**src/rtl/crank_wheel_pkg.sv**
```systemverilog
`timescale 1ns/1ps
package crank_wheel_pkg;

    // Wrap reference selected by cycle_ref_i
    typedef enum logic {
        REF_CRANK = 1'b0,
        REF_CYCLE = 1'b1
    } ref_sel_e;

    localparam int unsigned DEG_CRANK = 360;
    localparam int unsigned DEG_CYCLE = 720;

    // Bits needed for the integer part of the largest angle
    localparam int unsigned DEG_INT_W = $clog2(DEG_CYCLE);

endpackage

```
**src/rtl/cwg_mod_sub.sv**
```systemverilog
`timescale 1ns/1ps
// (a - b) mod wrap, for a and b already below wrap
module cwg_mod_sub #(
    parameter int unsigned W = 14
) (
    input  logic [W-1:0] a_i,
    input  logic [W-1:0] b_i,
    input  logic [W-1:0] wrap_i,
    output logic [W-1:0] diff_o
);
    always_comb begin
        if (a_i >= b_i) begin
            diff_o = a_i - b_i;
        end else begin
            diff_o = a_i + (wrap_i - b_i);
        end
    end
endmodule

```
**src/rtl/cwg_cfg_hold.sv**
```systemverilog
`timescale 1ns/1ps
// Holds the settings for a revolution; reloads at the first edge after
// reset and whenever the angle falls below the previously sampled angle.
module cwg_cfg_hold #(
    parameter int unsigned ANG_W   = 14,
    parameter int unsigned CFG_W   = 64,
    parameter logic [CFG_W-1:0] RST_CFG = '0
) (
    input  logic             clk_i,
    input  logic             rst_ni,
    input  logic [ANG_W-1:0] angle_i,
    input  logic [CFG_W-1:0] cfg_i,
    output logic [CFG_W-1:0] cfg_use_o,
    output logic [CFG_W-1:0] cfg_held_o
);
    typedef struct packed {
        logic             primed;
        logic [ANG_W-1:0] last_ang;
        logic [CFG_W-1:0] cfg;
    } hold_t;

    hold_t hold_d, hold_q;
    logic  load;

    always_comb begin
        hold_d          = hold_q;
        load            = !hold_q.primed || (angle_i < hold_q.last_ang);
        hold_d.primed   = 1'b1;
        hold_d.last_ang = angle_i;
        if (load) begin
            hold_d.cfg = cfg_i;
        end
        cfg_use_o = hold_d.cfg;
    end

    always_ff @(posedge clk_i or negedge rst_ni) begin
        if (!rst_ni) begin
            hold_q.primed   <= 1'b0;
            hold_q.last_ang <= '0;
            hold_q.cfg      <= RST_CFG;
        end else begin
            hold_q <= hold_d;
        end
    end

    assign cfg_held_o = hold_q.cfg;
endmodule

```
**src/rtl/cwg_tooth_map.sv**
```systemverilog
`timescale 1ns/1ps
// Maps a reference angle to "tooth high phase, outside the gap"
module cwg_tooth_map #(
    parameter int unsigned ANG_W  = 14,
    parameter int unsigned MISS_W = 8
) (
    input  logic [ANG_W-1:0]  ref_ang_i,
    input  logic [ANG_W-1:0]  wrap_i,
    input  logic [ANG_W-1:0]  high_i,
    input  logic [ANG_W-1:0]  low_i,
    input  logic [MISS_W-1:0] miss_i,
    input  logic [ANG_W-1:0]  gap_start_i,
    output logic              active_o
);
    localparam int unsigned PER_W = ANG_W + 1;
    localparam int unsigned GAP_W = ANG_W + MISS_W + 1;

    logic [PER_W-1:0] period;
    logic [PER_W-1:0] phase;
    logic [ANG_W-1:0] gap_dist;
    logic [GAP_W-1:0] gap_len;
    logic             in_high;
    logic             in_gap;

    cwg_mod_sub #(.W(ANG_W)) i_gap_sub (
        .a_i    (ref_ang_i),
        .b_i    (gap_start_i),
        .wrap_i (wrap_i),
        .diff_o (gap_dist)
    );

    always_comb begin
        period = {1'b0, high_i} + {1'b0, low_i};
        if (period == '0) begin
            phase   = '0;
            in_high = 1'b0;
        end else begin
            phase   = {1'b0, ref_ang_i} % period;
            in_high = phase < {1'b0, high_i};
        end
        gap_len  = {{(ANG_W + 1){1'b0}}, miss_i} * {{MISS_W{1'b0}}, period};
        in_gap   = {{(MISS_W + 1){1'b0}}, gap_dist} < gap_len;
        active_o = in_high && !in_gap;
    end
endmodule

```
**src/rtl/crank_wheel_gen.sv**
```systemverilog
`timescale 1ns/1ps
module crank_wheel_gen
    import crank_wheel_pkg::*;
#(
    parameter int unsigned FRAC_BITS = 4,
    parameter int unsigned MISS_W    = 8,
    localparam int unsigned ANG_W    = DEG_INT_W + FRAC_BITS
) (
    input  logic              clk_i,
    input  logic              rst_ni,
    input  logic [ANG_W-1:0]  angle_i,
    input  logic              cycle_ref_i,
    input  logic [ANG_W-1:0]  high_width_i,
    input  logic [ANG_W-1:0]  low_width_i,
    input  logic [MISS_W-1:0] gap_teeth_i,
    input  logic [ANG_W-1:0]  gap_start_i,
    input  logic [ANG_W-1:0]  tdc_shift_i,
    input  logic              pol_high_i,
    output logic              tooth_o
);
    localparam int unsigned CFG_W = 2 + 4 * ANG_W + MISS_W;
    localparam logic [ANG_W-1:0] WRAP_CRANK = ANG_W'(DEG_CRANK << FRAC_BITS);
    localparam logic [ANG_W-1:0] WRAP_CYCLE = ANG_W'(DEG_CYCLE << FRAC_BITS);
    // reset settings: crank reference, polarity high, all widths zero
    localparam logic [CFG_W-1:0] RST_CFG = CFG_W'(1) << (CFG_W - 2);

    typedef struct packed {
        ref_sel_e          ref_sel;
        logic              pol;
        logic [ANG_W-1:0]  high;
        logic [ANG_W-1:0]  low;
        logic [MISS_W-1:0] miss;
        logic [ANG_W-1:0]  gap;
        logic [ANG_W-1:0]  tdc;
    } cfg_t;

    typedef struct packed {
        logic tooth;
    } out_t;

    cfg_t             cfg_in;
    cfg_t             cfg_use;
    logic [CFG_W-1:0] cfg_use_vec;
    logic [CFG_W-1:0] held_cfg;
    logic [ANG_W-1:0] wrap_val;
    logic [ANG_W-1:0] ref_ang;
    logic             active;
    out_t             out_d, out_q;

    always_comb begin
        cfg_in.ref_sel = ref_sel_e'(cycle_ref_i);
        cfg_in.pol     = pol_high_i;
        cfg_in.high    = high_width_i;
        cfg_in.low     = low_width_i;
        cfg_in.miss    = gap_teeth_i;
        cfg_in.gap     = gap_start_i;
        cfg_in.tdc     = tdc_shift_i;
    end

    cwg_cfg_hold #(
        .ANG_W   (ANG_W),
        .CFG_W   (CFG_W),
        .RST_CFG (RST_CFG)
    ) i_cfg_hold (
        .clk_i      (clk_i),
        .rst_ni     (rst_ni),
        .angle_i    (angle_i),
        .cfg_i      (cfg_in),
        .cfg_use_o  (cfg_use_vec),
        .cfg_held_o (held_cfg)
    );

    assign cfg_use  = cfg_t'(cfg_use_vec);
    assign wrap_val = (cfg_use.ref_sel == REF_CYCLE) ? WRAP_CYCLE : WRAP_CRANK;

    cwg_mod_sub #(.W(ANG_W)) i_tdc_sub (
        .a_i    (angle_i),
        .b_i    (cfg_use.tdc),
        .wrap_i (wrap_val),
        .diff_o (ref_ang)
    );

    cwg_tooth_map #(
        .ANG_W  (ANG_W),
        .MISS_W (MISS_W)
    ) i_tooth_map (
        .ref_ang_i   (ref_ang),
        .wrap_i      (wrap_val),
        .high_i      (cfg_use.high),
        .low_i       (cfg_use.low),
        .miss_i      (cfg_use.miss),
        .gap_start_i (cfg_use.gap),
        .active_o    (active)
    );

    always_comb begin
        out_d       = out_q;
        out_d.tooth = cfg_use.pol ? active : !active;
    end

    always_ff @(posedge clk_i or negedge rst_ni) begin
        if (!rst_ni) begin
            out_q <= '0;
        end else begin
            out_q <= out_d;
        end
    end

    assign tooth_o = out_q.tooth;
endmodule

```
**config.mk**
```make
export PLATFORM = sky130hd
export DESIGN_NAME = crank_wheel_gen
export DESIGN_NICKNAME = d
export VERILOG_FILES = /design/src/rtl/crank_wheel_pkg.sv /design/src/rtl/cwg_mod_sub.sv /design/src/rtl/cwg_cfg_hold.sv /design/src/rtl/cwg_tooth_map.sv /design/src/rtl/crank_wheel_gen.sv
export SDC_FILE = /design/constraint.sdc
export NUM_CORES = 1
export LEC_CHECK = 0
export CORE_MARGIN = 2
export CORE_UTILIZATION = 55
export CTS_BUF_LIST = sky130_fd_sc_hd__clkbuf_16
export CTS_CLUSTER_DIAMETER = 30
export DETAILED_ROUTE_END_ITERATION = 10
export MAX_ROUTING_LAYER = met4
export PLACE_DENSITY = 0.77
export SYNTH_ARGS = -nofsm -noshare
export SYNTH_HDL_FRONTEND = slang
export SYNTH_SLANG_ARGS = --single-unit
```
**constraint.sdc**
```tcl
create_clock -name clk_i -period 62.5 [get_ports clk_i]
set_input_delay 9.375 -clock clk_i [delete_from_list [all_inputs] [get_ports clk_i]]
set_output_delay 9.375 -clock clk_i [all_outputs]
set_load 0.1 [all_outputs]
```
### After elaboration in Yosys (flattened, before gate mapping)

Cells that the tools add are included.

* add/subtract/negate cells: 7
* multipliers: 1
* div/mod/pow operators: 1
* $lt $le $gt $ge: 5
* multiplexer cells: 6
* reduce and logical (&&, ||, !) cells: 6

Operators with widths (number)
* 66-bit two-way mux: 1
* 14-bit subtractor: 4
* 14-bit two-way mux: 3
* 14-bit adder: 2
* 14-bit greater-or-equal comparator: 2
* 14-bit by 23-bit < comparator with 1-bit output: 1
* 8-bit by 15-bit multiplier with 23-bit output: 1
* 14-bit by 14-bit adder with 15-bit output: 1
* 15-bit zero test: 1
* 15-bit by 14-bit < comparator with 1-bit output: 1
* 14-bit by 15-bit remainder unit with 15-bit output: 1
* 14-bit < comparator: 1
* 1-bit zero test: 3
* 1-bit two-way mux: 2
* 1-bit logical AND: 1
* 1-bit logical OR: 1

* flip-flop bits (word level): 82
* output and inout port bits: 1

### Depth between registers and ports, before layout

Gate-level depths: netlist of run 1.

* word-level depth: 14
* depth in mapped cells: 196

### By module

A second synthesis of run 1 with hierarchy kept.

* cells, all modules: 2489
* area total of the unflattened synthesis: 19979.2 µm²

By module, submodules not included
* cwg_tooth_map: times used 1, cells an instance 1647, area an instance 12142.9 µm², sequential area each 0.0 µm²
* cwg_mod_sub: times used 2, cells an instance 284, area an instance 2053.2 µm², sequential area each 0.0 µm²
* cwg_cfg_hold: times used 1, cells an instance 269, area an instance 3684.8 µm², sequential area each 2028.2 µm²
* crank_wheel_gen: times used 1, cells an instance 5, area an instance 45.0 µm², sequential area each 25.0 µm²

### Worst setup path before layout of run 1

OpenSTA, ideal clock, no wires.

* path kind: in2reg
* start: input port angle_i[11]
* end: register out_q, in the netlist tooth_o
* arrival: 44.328 ns
* data required time: 62.431 ns
* path slack: 18.103 ns
* stages on the path: 183
* buffers on the path: 12
* cell sequence: ha_1 -> a21oi_1 -> o221ai_1 -> nor2_2 -> buf_4 -> o21ai_0 -> nand2_1 -> clkbuf_1 -> buf_1 -> mux2_2 -> ha_1 -> inv_1 -> ha_1 -> fa_1 -> nand2_1 -> a21oi_1 -> o311a_1 -> or3_1 -> [147 not listed] -> a21boi_0 -> o21ai_0 -> a21boi_0 -> o2111ai_1 -> a311oi_1 -> o21ai_0 -> a21boi_0 -> o22ai_1 -> clkbuf_1 -> mux2_2 -> ha_1 -> a21o_1 -> a211o_1 -> a2111oi_0 -> a211oi_1 -> nor3_1 -> mux2_2 -> nand3_1

RTL lines
* from (decl): RTL line crank_wheel_gen.sv:11 `input logic [ANG_W-1:0] angle_i,`
* to (signal assigned): RTL line crank_wheel_gen.sv:105 `out_q <= out_d;`
* to (decl): RTL line crank_wheel_gen.sv:48 `out_t out_d, out_q;`

### Worst setup path after layout of run 1

* start: input port angle_i[11]
* end: register out_q, in the netlist tooth_o

* longest elaborated chain between the ends: 14
* elaborated cells between the ends (all ways): 25
* classes of those cells: 7 x add/sub; 1 x mul; 1 x div; 5 x order compare; 6 x mux; 5 x reduce/logical

RTL lines
* parallel branches: the longest is 13 deep, another holds 14-bit by 15-bit remainder unit with 15-bit output
* 1-bit two-way mux *: RTL line crank_wheel_gen.sv:98 `out_d.tooth = cfg_use.pol ? active : !active;`
* via out_d: RTL line crank_wheel_gen.sv:48

Mark *: on every way through the listed nets, which the timed path passes.

==> flow_metrics.env, run 1 <==
export IMPL_status="complete, no violations"
export IMPL_syn_nets=2741
export IMPL_ios=83
export IMPL_endpoint="tooth_o$_DFF_PN0_"
export IMPL_firstDrtPassIters=5
export IMPL_hold_viol=0
export IMPL_max_stage_delay_ns=0.90
export IMPL_yosys_area_top_type="ha_1"
export IMPL_period_minus_slack_ns=51.88
export IMPL_finalNonFillerCells=2806
export IMPL_crit_slowest_cell="o211ai_1"
export IMPL_core_mm2=0.0324
export IMPL_synthArstFlopShare=1.00
export IMPL_cts_resized=0
export IMPL_fillers=2953
export IMPL_finalCritPeriodShare=0.830
export IMPL_use_met2=0.537
export IMPL_routabilityCongestion=0.993
export IMPL_antenna_left=0
export IMPL_clock_latency_ns=0.38
export IMPL_syn_area_mm2=0.0180
export IMPL_yosysMostFrequentCell="inv_1"
export IMPL_route_detailed_drc=0
export IMPL_cts_tree="yes"
export IMPL_synth_xor_xnor_area_share=0.0535
export IMPL_required_ns=62.81
export IMPL_worstPathMaxFanout=34
export IMPL_ys_ff_latch=82
export IMPL_fin_tns_setup_ns=0
export IMPL_vias=17200
export IMPL_met3_usage=0.0338
export IMPL_use_met1=0.411
export IMPL_reg2reg_setup_slack_ns=19.80
export IMPL_synthMuxAreaShare=0.0608
export IMPL_dp_cells=2791
export IMPL_row_count=66
export IMPL_finalSetupViolations=0
export IMPL_antenna_found_initial=0
export IMPL_area_growth_pct=9.50
export IMPL_r2r_start="i_cfg_hold.hold_q[77]$_DFF_PN0_"
export IMPL_fmax_mhz=19.3
export IMPL_wirelength_um=53500
export IMPL_io_buffers=82
export IMPL_cp_startpoint="angle_i[11]"
export IMPL_cts_max_path_buffers=2
export IMPL_viasPerCell=6.14
export IMPL_reg2reg_depth=174
export IMPL_grt_max_degree=74
export IMPL_rsz0062_at_grt="no"
export IMPL_ctsRootBufferMaster="clkbuf_16"
export IMPL_utilization=0.609
export IMPL_grt_util_all_layers=0.327
export IMPL_synth_fa_ha_area_frac=0.298
export IMPL_wl_per_cell_um=19.1
export IMPL_cp_arrival_ns=52.19
export IMPL_synth_top_family_by_area="adder cells"
export IMPL_end_kind="register"
export IMPL_postCtsSetupRepairBufs=0
export IMPL_hp_class="reg -> reg"
export IMPL_initial_core_util=0.556
export IMPL_yosysTopAreaCellShare=0.188
export IMPL_nets=2810
export IMPL_synth_warnings=0
export IMPL_cts_hold_buf=0
export IMPL_synthCells=2291
export IMPL_hpwl_um=43100
export IMPL_grt_busiest_layer="met2"
export IMPL_crit_path_frequent_cell="o21a_1"
export IMPL_clk_pin_slew_worst_paths_ns=0.06
export IMPL_drive_gt1_frac=0.0635
export IMPL_netlist_top_cells_count="inv_1, ha_1, nand2_1"
export IMPL_report_final_slew_viol_count=0
export IMPL_dieArea_mm2=0.0342
export IMPL_die_x_um=185
export IMPL_grt_ovfl_total=0
export IMPL_grt_pass1_wl_um=85900
export IMPL_netlist_top_cells_area="ha_1, dfrtp_1, fa_1"
export IMPL_die_h_um=185
export IMPL_drv_cap=0
export IMPL_final_setup_skew_ns=0.0106
export IMPL_tightest_slew_ns=1.10
export IMPL_max_slew_margin_rel=0.264
export IMPL_criticalPathCategory="in -> reg"
export IMPL_synth_edf_count=0
export IMPL_htreeDepth=3
export IMPL_yosysSeqAreaShare=0.114
export IMPL_start_kind="input pin"
export IMPL_first_global_vias=16800
export IMPL_cts_buffers=9
export IMPL_synth_distinct_cells=98
export IMPL_synthFlopType="dfrtp_1"
export IMPL_drt_iter0_markers=1579
export IMPL_syn_avg_cell_area_um2=7.86
export IMPL_synth_simple_gate_area_frac=0.193
export IMPL_diodes=0
export IMPL_synth_compound_area_frac=0.209
export IMPL_clock_sinks=82
export IMPL_rr_endpoint="tooth_o$_DFF_PN0_"
-- flip-flops by register name (all words and copies together) (netlist names) --
name and flops:
i_cfg_hold.cfg_held_o 66, i_cfg_hold.hold_q 15, tooth_o 1
-- how the worst min path moves through the flow --
stage / start / endpoint / slack [ns] / depth (start not counted)
finish: i_cfg_hold.cfg_held_o[13]$_DFF_PN0_ / i_cfg_hold.cfg_held_o[13]$_DFF_PN0_ / 0.49 / 2
global route: i_cfg_hold.cfg_held_o[9]$_DFF_PN0_ / i_cfg_hold.cfg_held_o[9]$_DFF_PN0_ / 0.52 / 1
CTS: i_cfg_hold.cfg_held_o[13]$_DFF_PN0_ / i_cfg_hold.cfg_held_o[13]$_DFF_PN0_ / 0.49 / 2
detailed placement: i_cfg_hold.cfg_held_o[13]$_DFF_PN0_ / i_cfg_hold.cfg_held_o[13]$_DFF_PN0_ / 0.48 / 2
global placement: i_cfg_hold.cfg_held_o[13]$_DFF_PN0_ / i_cfg_hold.cfg_held_o[13]$_DFF_PN0_ / 0.47 / 2
floorplan: i_cfg_hold.cfg_held_o[13]$_DFF_PN0_ / i_cfg_hold.cfg_held_o[13]$_DFF_PN0_ / 0.45 / 2
-- metrics by stage --
step                      cell area, um2  hold slack [ns]  worst slack [ns]
after floorplan                    18000            0.452             18.10
after global placement             19400            0.470             13.05
after detailed placement           19400            0.478             11.39
after CTS                          19700            0.492             11.61
after global routing               19700            0.522              7.14
final                              19700            0.490             10.62
-- cell usage in the layout (no fill, tap or decap), types with 8 or more instances in the layout --
cell,netlist,final
inv_1,279,280
ha_1,270,270
nand2_1,221,220
nor2_1,198,198
a21oi_1,133,133
o21ai_0,100,100
fa_1,98,98
nor3_1,86,86
dfrtp_1,81,81
clkdlybuf4s50_1,0,81
xnor2_1,78,78
o21a_1,57,57
mux2_2,55,55
a21o_1,51,51
mux2i_1,43,43
nand3_1,40,40
xor2_1,32,32
and3_1,27,27
buf_4,2,27
and2_1,25,25
or3_1,24,24
a31oi_1,21,21
nand2b_1,19,19
nand4_1,19,19
nor2b_1,18,18
a211oi_1,18,17
a21boi_0,17,17
or2_2,15,15
nor4_1,15,14
o21bai_1,13,13
o211ai_1,12,12
o31ai_1,10,10
a31o_2,9,9
clkbuf_16,0,9
o221ai_1,8,8
a211o_1,8,8
-- area by class of cell --
cell class | count | area [um2] | area share
tap | 442 | 553 | 0.0281
inverter | 282 | 1060 | 0.0537
multi-input combinational | 1877 | 14700 | 0.746
timing repair buffer | 108 | 1010 | 0.0514
clock buffer | 9 | 225 | 0.0114
sequential | 82 | 2050 | 0.104
clock inverter | 6 | 108 | 0.00546
-- cell families after synthesis --
| logic type | count (synthesis) |
|---|---|
| AND/OR/NAND/NOR | 737 |
| AO/OA/AOI/OAI | 556 |
| adder cells (fa/ha/maj) | 371 |
| buffers and inverters | 332 |
| XOR/XNOR | 110 |
| multiplexers | 101 |
| flip-flops | 82 |
| other | 2 |
-- layer usage --
| metal | wire length [um] | up-vias |
|---|---|---|
| li1 | - | 8204 |
| met1 | 23200 | 8217 |
| met2 | 24600 | 684 |
| met3 | 3230 | 128 |
| met4 | 2450 | 0 |
| met5 | 0 | - |
-- critical path, delay by kind of cell --
family                   cells  cell delay, ns
adder cells (fa/ha/maj)     18            5.92
AO/OA/AOI/OAI              109           25.77
XOR/XNOR                     2            0.53
AND/OR/NAND/NOR             35            6.88
multiplexers                 5            1.98
buffers and inverters        5            1.64
Power of run 1 is not shown: default switching activity piles up to over one toggle a cycle in this logic, so the estimate is an artifact.
==> run 2, diff against run 1 <==
==> constraint.sdc (replaced) <==
create_clock -name clk_i -period 52.6 [get_ports clk_i]
set_input_delay 7.89 -clock clk_i [delete_from_list [all_inputs] [get_ports clk_i]]
set_output_delay 7.89 -clock clk_i [all_outputs]
set_load 0.1 [all_outputs]
==> flow_metrics.env, run 2 (synthesis gave the netlist of run 1 again) <==
export IMPL_status="complete, no violations"
export IMPL_routabilityCongestion=1.04
export IMPL_end_kind="register"
export IMPL_clock_latency_ns=0.38
export IMPL_drv_cap=0
export IMPL_first_global_vias=16500
export IMPL_initial_core_util=0.556
export IMPL_largest_reg_flops=66
export IMPL_nets=2807
export IMPL_viasPerCell=6.10
export IMPL_clk_pin_slew_worst_paths_ns=0.07
export IMPL_crit_family="compound AO/OA/AOI/OAI gates"
export IMPL_drt_iter0_markers=1459
export IMPL_final_cell_mix="inv_1, ha_1, nand2_1"
export IMPL_drive_gt1_frac=0.0644
export IMPL_crit_slowest_cell="o311ai_1"
export IMPL_finalCritPeriodShare=0.938
export IMPL_area_growth_pct=9.40
export IMPL_hpwl_um=42600
export IMPL_cts_hold_buf=0
export IMPL_final_setup_skew_ns=0.0107
export IMPL_cp_arrival_ns=49.64
export IMPL_ctsRootBufferMaster="clkbuf_16"
export IMPL_period_minus_slack_ns=49.34
export IMPL_rsz0062_at_grt="no"
export IMPL_hold_viol=0
export IMPL_max_stage_delay_ns=0.68
export IMPL_criticalPathCategory="in -> reg"
export IMPL_required_ns=52.91
export IMPL_clock_sinks=82
export IMPL_tightest_slew_ns=1.02
export IMPL_ios=83
export IMPL_htreeDepth=3
export IMPL_wl_per_cell_um=19.0
export IMPL_die_x_um=185
export IMPL_pre_cts_slack_ns=3.25
export IMPL_antenna_left=0
export IMPL_start_kind="input pin"
export IMPL_antenna_found_initial=0
export IMPL_vias=17100
export IMPL_core_mm2=0.0324
export IMPL_setup_ws_ns=3.26
export IMPL_report_final_slew_viol_count=0
export IMPL_grt_ovfl_total=0
export IMPL_route_detailed_drc=0
export IMPL_hp_class="reg -> reg"
export IMPL_dieArea_mm2=0.0342
export IMPL_diodes=0
export IMPL_cts_tree="yes"
export IMPL_fillers=2919
export IMPL_fin_tns_setup_ns=0
export IMPL_finalSetupViolations=0
export IMPL_die_h_um=185
export IMPL_firstDrtPassIters=5
export IMPL_grt_max_degree=74
export IMPL_worstPathMaxFanout=34
export IMPL_cts_buffers=9
export IMPL_cts_max_path_buffers=2
export IMPL_io_buffers=82
export IMPL_fmax_mhz=20.3
export IMPL_grt_util_all_layers=0.323
export IMPL_row_count=66
export IMPL_crit_buf_inv=5
export IMPL_whs_ns=0.505
export IMPL_wirelength_um=53200
export IMPL_crit_path_frequent_cell="o21a_1"
export IMPL_max_slew_margin_rel=0.317
export IMPL_final_common_cell="inv_1"
export IMPL_grt_pass1_wl_um=84800
==> run 2: cell count changes in the layout (fill, tap and decap cells not counted), sizes merged <==
cell / previous run / this run
bufinv: 3 / 2
clkinvlp: 0 / 2
buf: 27 / 24
==> run 2: per-layer routing <==
metal | up-vias | GRT usage | wire length, um | part of all wire
li1 | 8204 | - | - | -
met1 | 8181 | 0.410 | 23400 | 0.44
met2 | 624 | 0.535 | 25100 | 0.47
met3 | 96 | 0.0344 | 3130 | 0.059
met4 | 0 | 0.113 | 1590 | 0.030
met5 | - | - | 0 | 0
==> run 2: final timing paths <==
check	startpoint	to	slack (ns)	cells past startpoint
min in group asynchronous	rst_ni	i_cfg_hold.hold_q[80]$_DFF_PN0_	7.33	1
max	angle_i[11]	tooth_o$_DFF_PN0_	3.26	173
min	i_cfg_hold.cfg_held_o[9]$_DFF_PN0_	i_cfg_hold.cfg_held_o[9]$_DFF_PN0_	0.50	1
min reg2reg	i_cfg_hold.cfg_held_o[9]$_DFF_PN0_	i_cfg_hold.cfg_held_o[9]$_DFF_PN0_	0.50	1
max reg2reg	i_cfg_hold.hold_q[77]$_DFF_PN0_	tooth_o$_DFF_PN0_	10.95	173
max in group asynchronous	rst_ni	i_cfg_hold.cfg_held_o[63]$_DFF_PN0_	44.06	2
==> run 2: layout make-up <==
class | count | area (um2) | area share
Multi-Input combinational cell | 1877 | 14700 | 0.747
Sequential cell | 82 | 2050 | 0.104
Inverter | 282 | 1060 | 0.0537
Timing Repair Buffer | 105 | 991 | 0.0503
Tap cell | 442 | 553 | 0.0281
Clock buffer | 9 | 225 | 0.0114
Clock inverter | 7 | 92.6 | 0.00470
==> run 2: through the flow <==
step / area, um2 / instances / util
final: 19700 / 2804 / 0.608
after global routing: 19700 / 2804 / 0.608
after CTS: 19700 / 2804 / 0.608
after detailed placement: 19400 / 2788 / 0.598
after global placement: 19400 / 2788 / 0.598
after floorplan: 18000 / 2291 / -
==> run 2: what timing repair did <==
item	4_1_cts	5_1_grt
buffers inserted	0	0
gates resized for setup	0	4
setup endpoints to repair	0	1
Power of run 2 is left out for the same reason.
==> run 3, diff against run 2 <==
--- a/config.mk
+++ b/config.mk
@@ -9,6 +9,7 @@
 export CORE_UTILIZATION = 55
 export CTS_BUF_LIST = sky130_fd_sc_hd__clkbuf_16
 export CTS_CLUSTER_DIAMETER = 30
+export CTS_CLUSTER_SIZE = 40
 export DETAILED_ROUTE_END_ITERATION = 10
 export MAX_ROUTING_LAYER = met4
 export PLACE_DENSITY = 0.77
==> results of run 3 <==
No change in the layout: final DEF, timing and power equal those of run 2.
Power of run 3 is left out for the same reason.
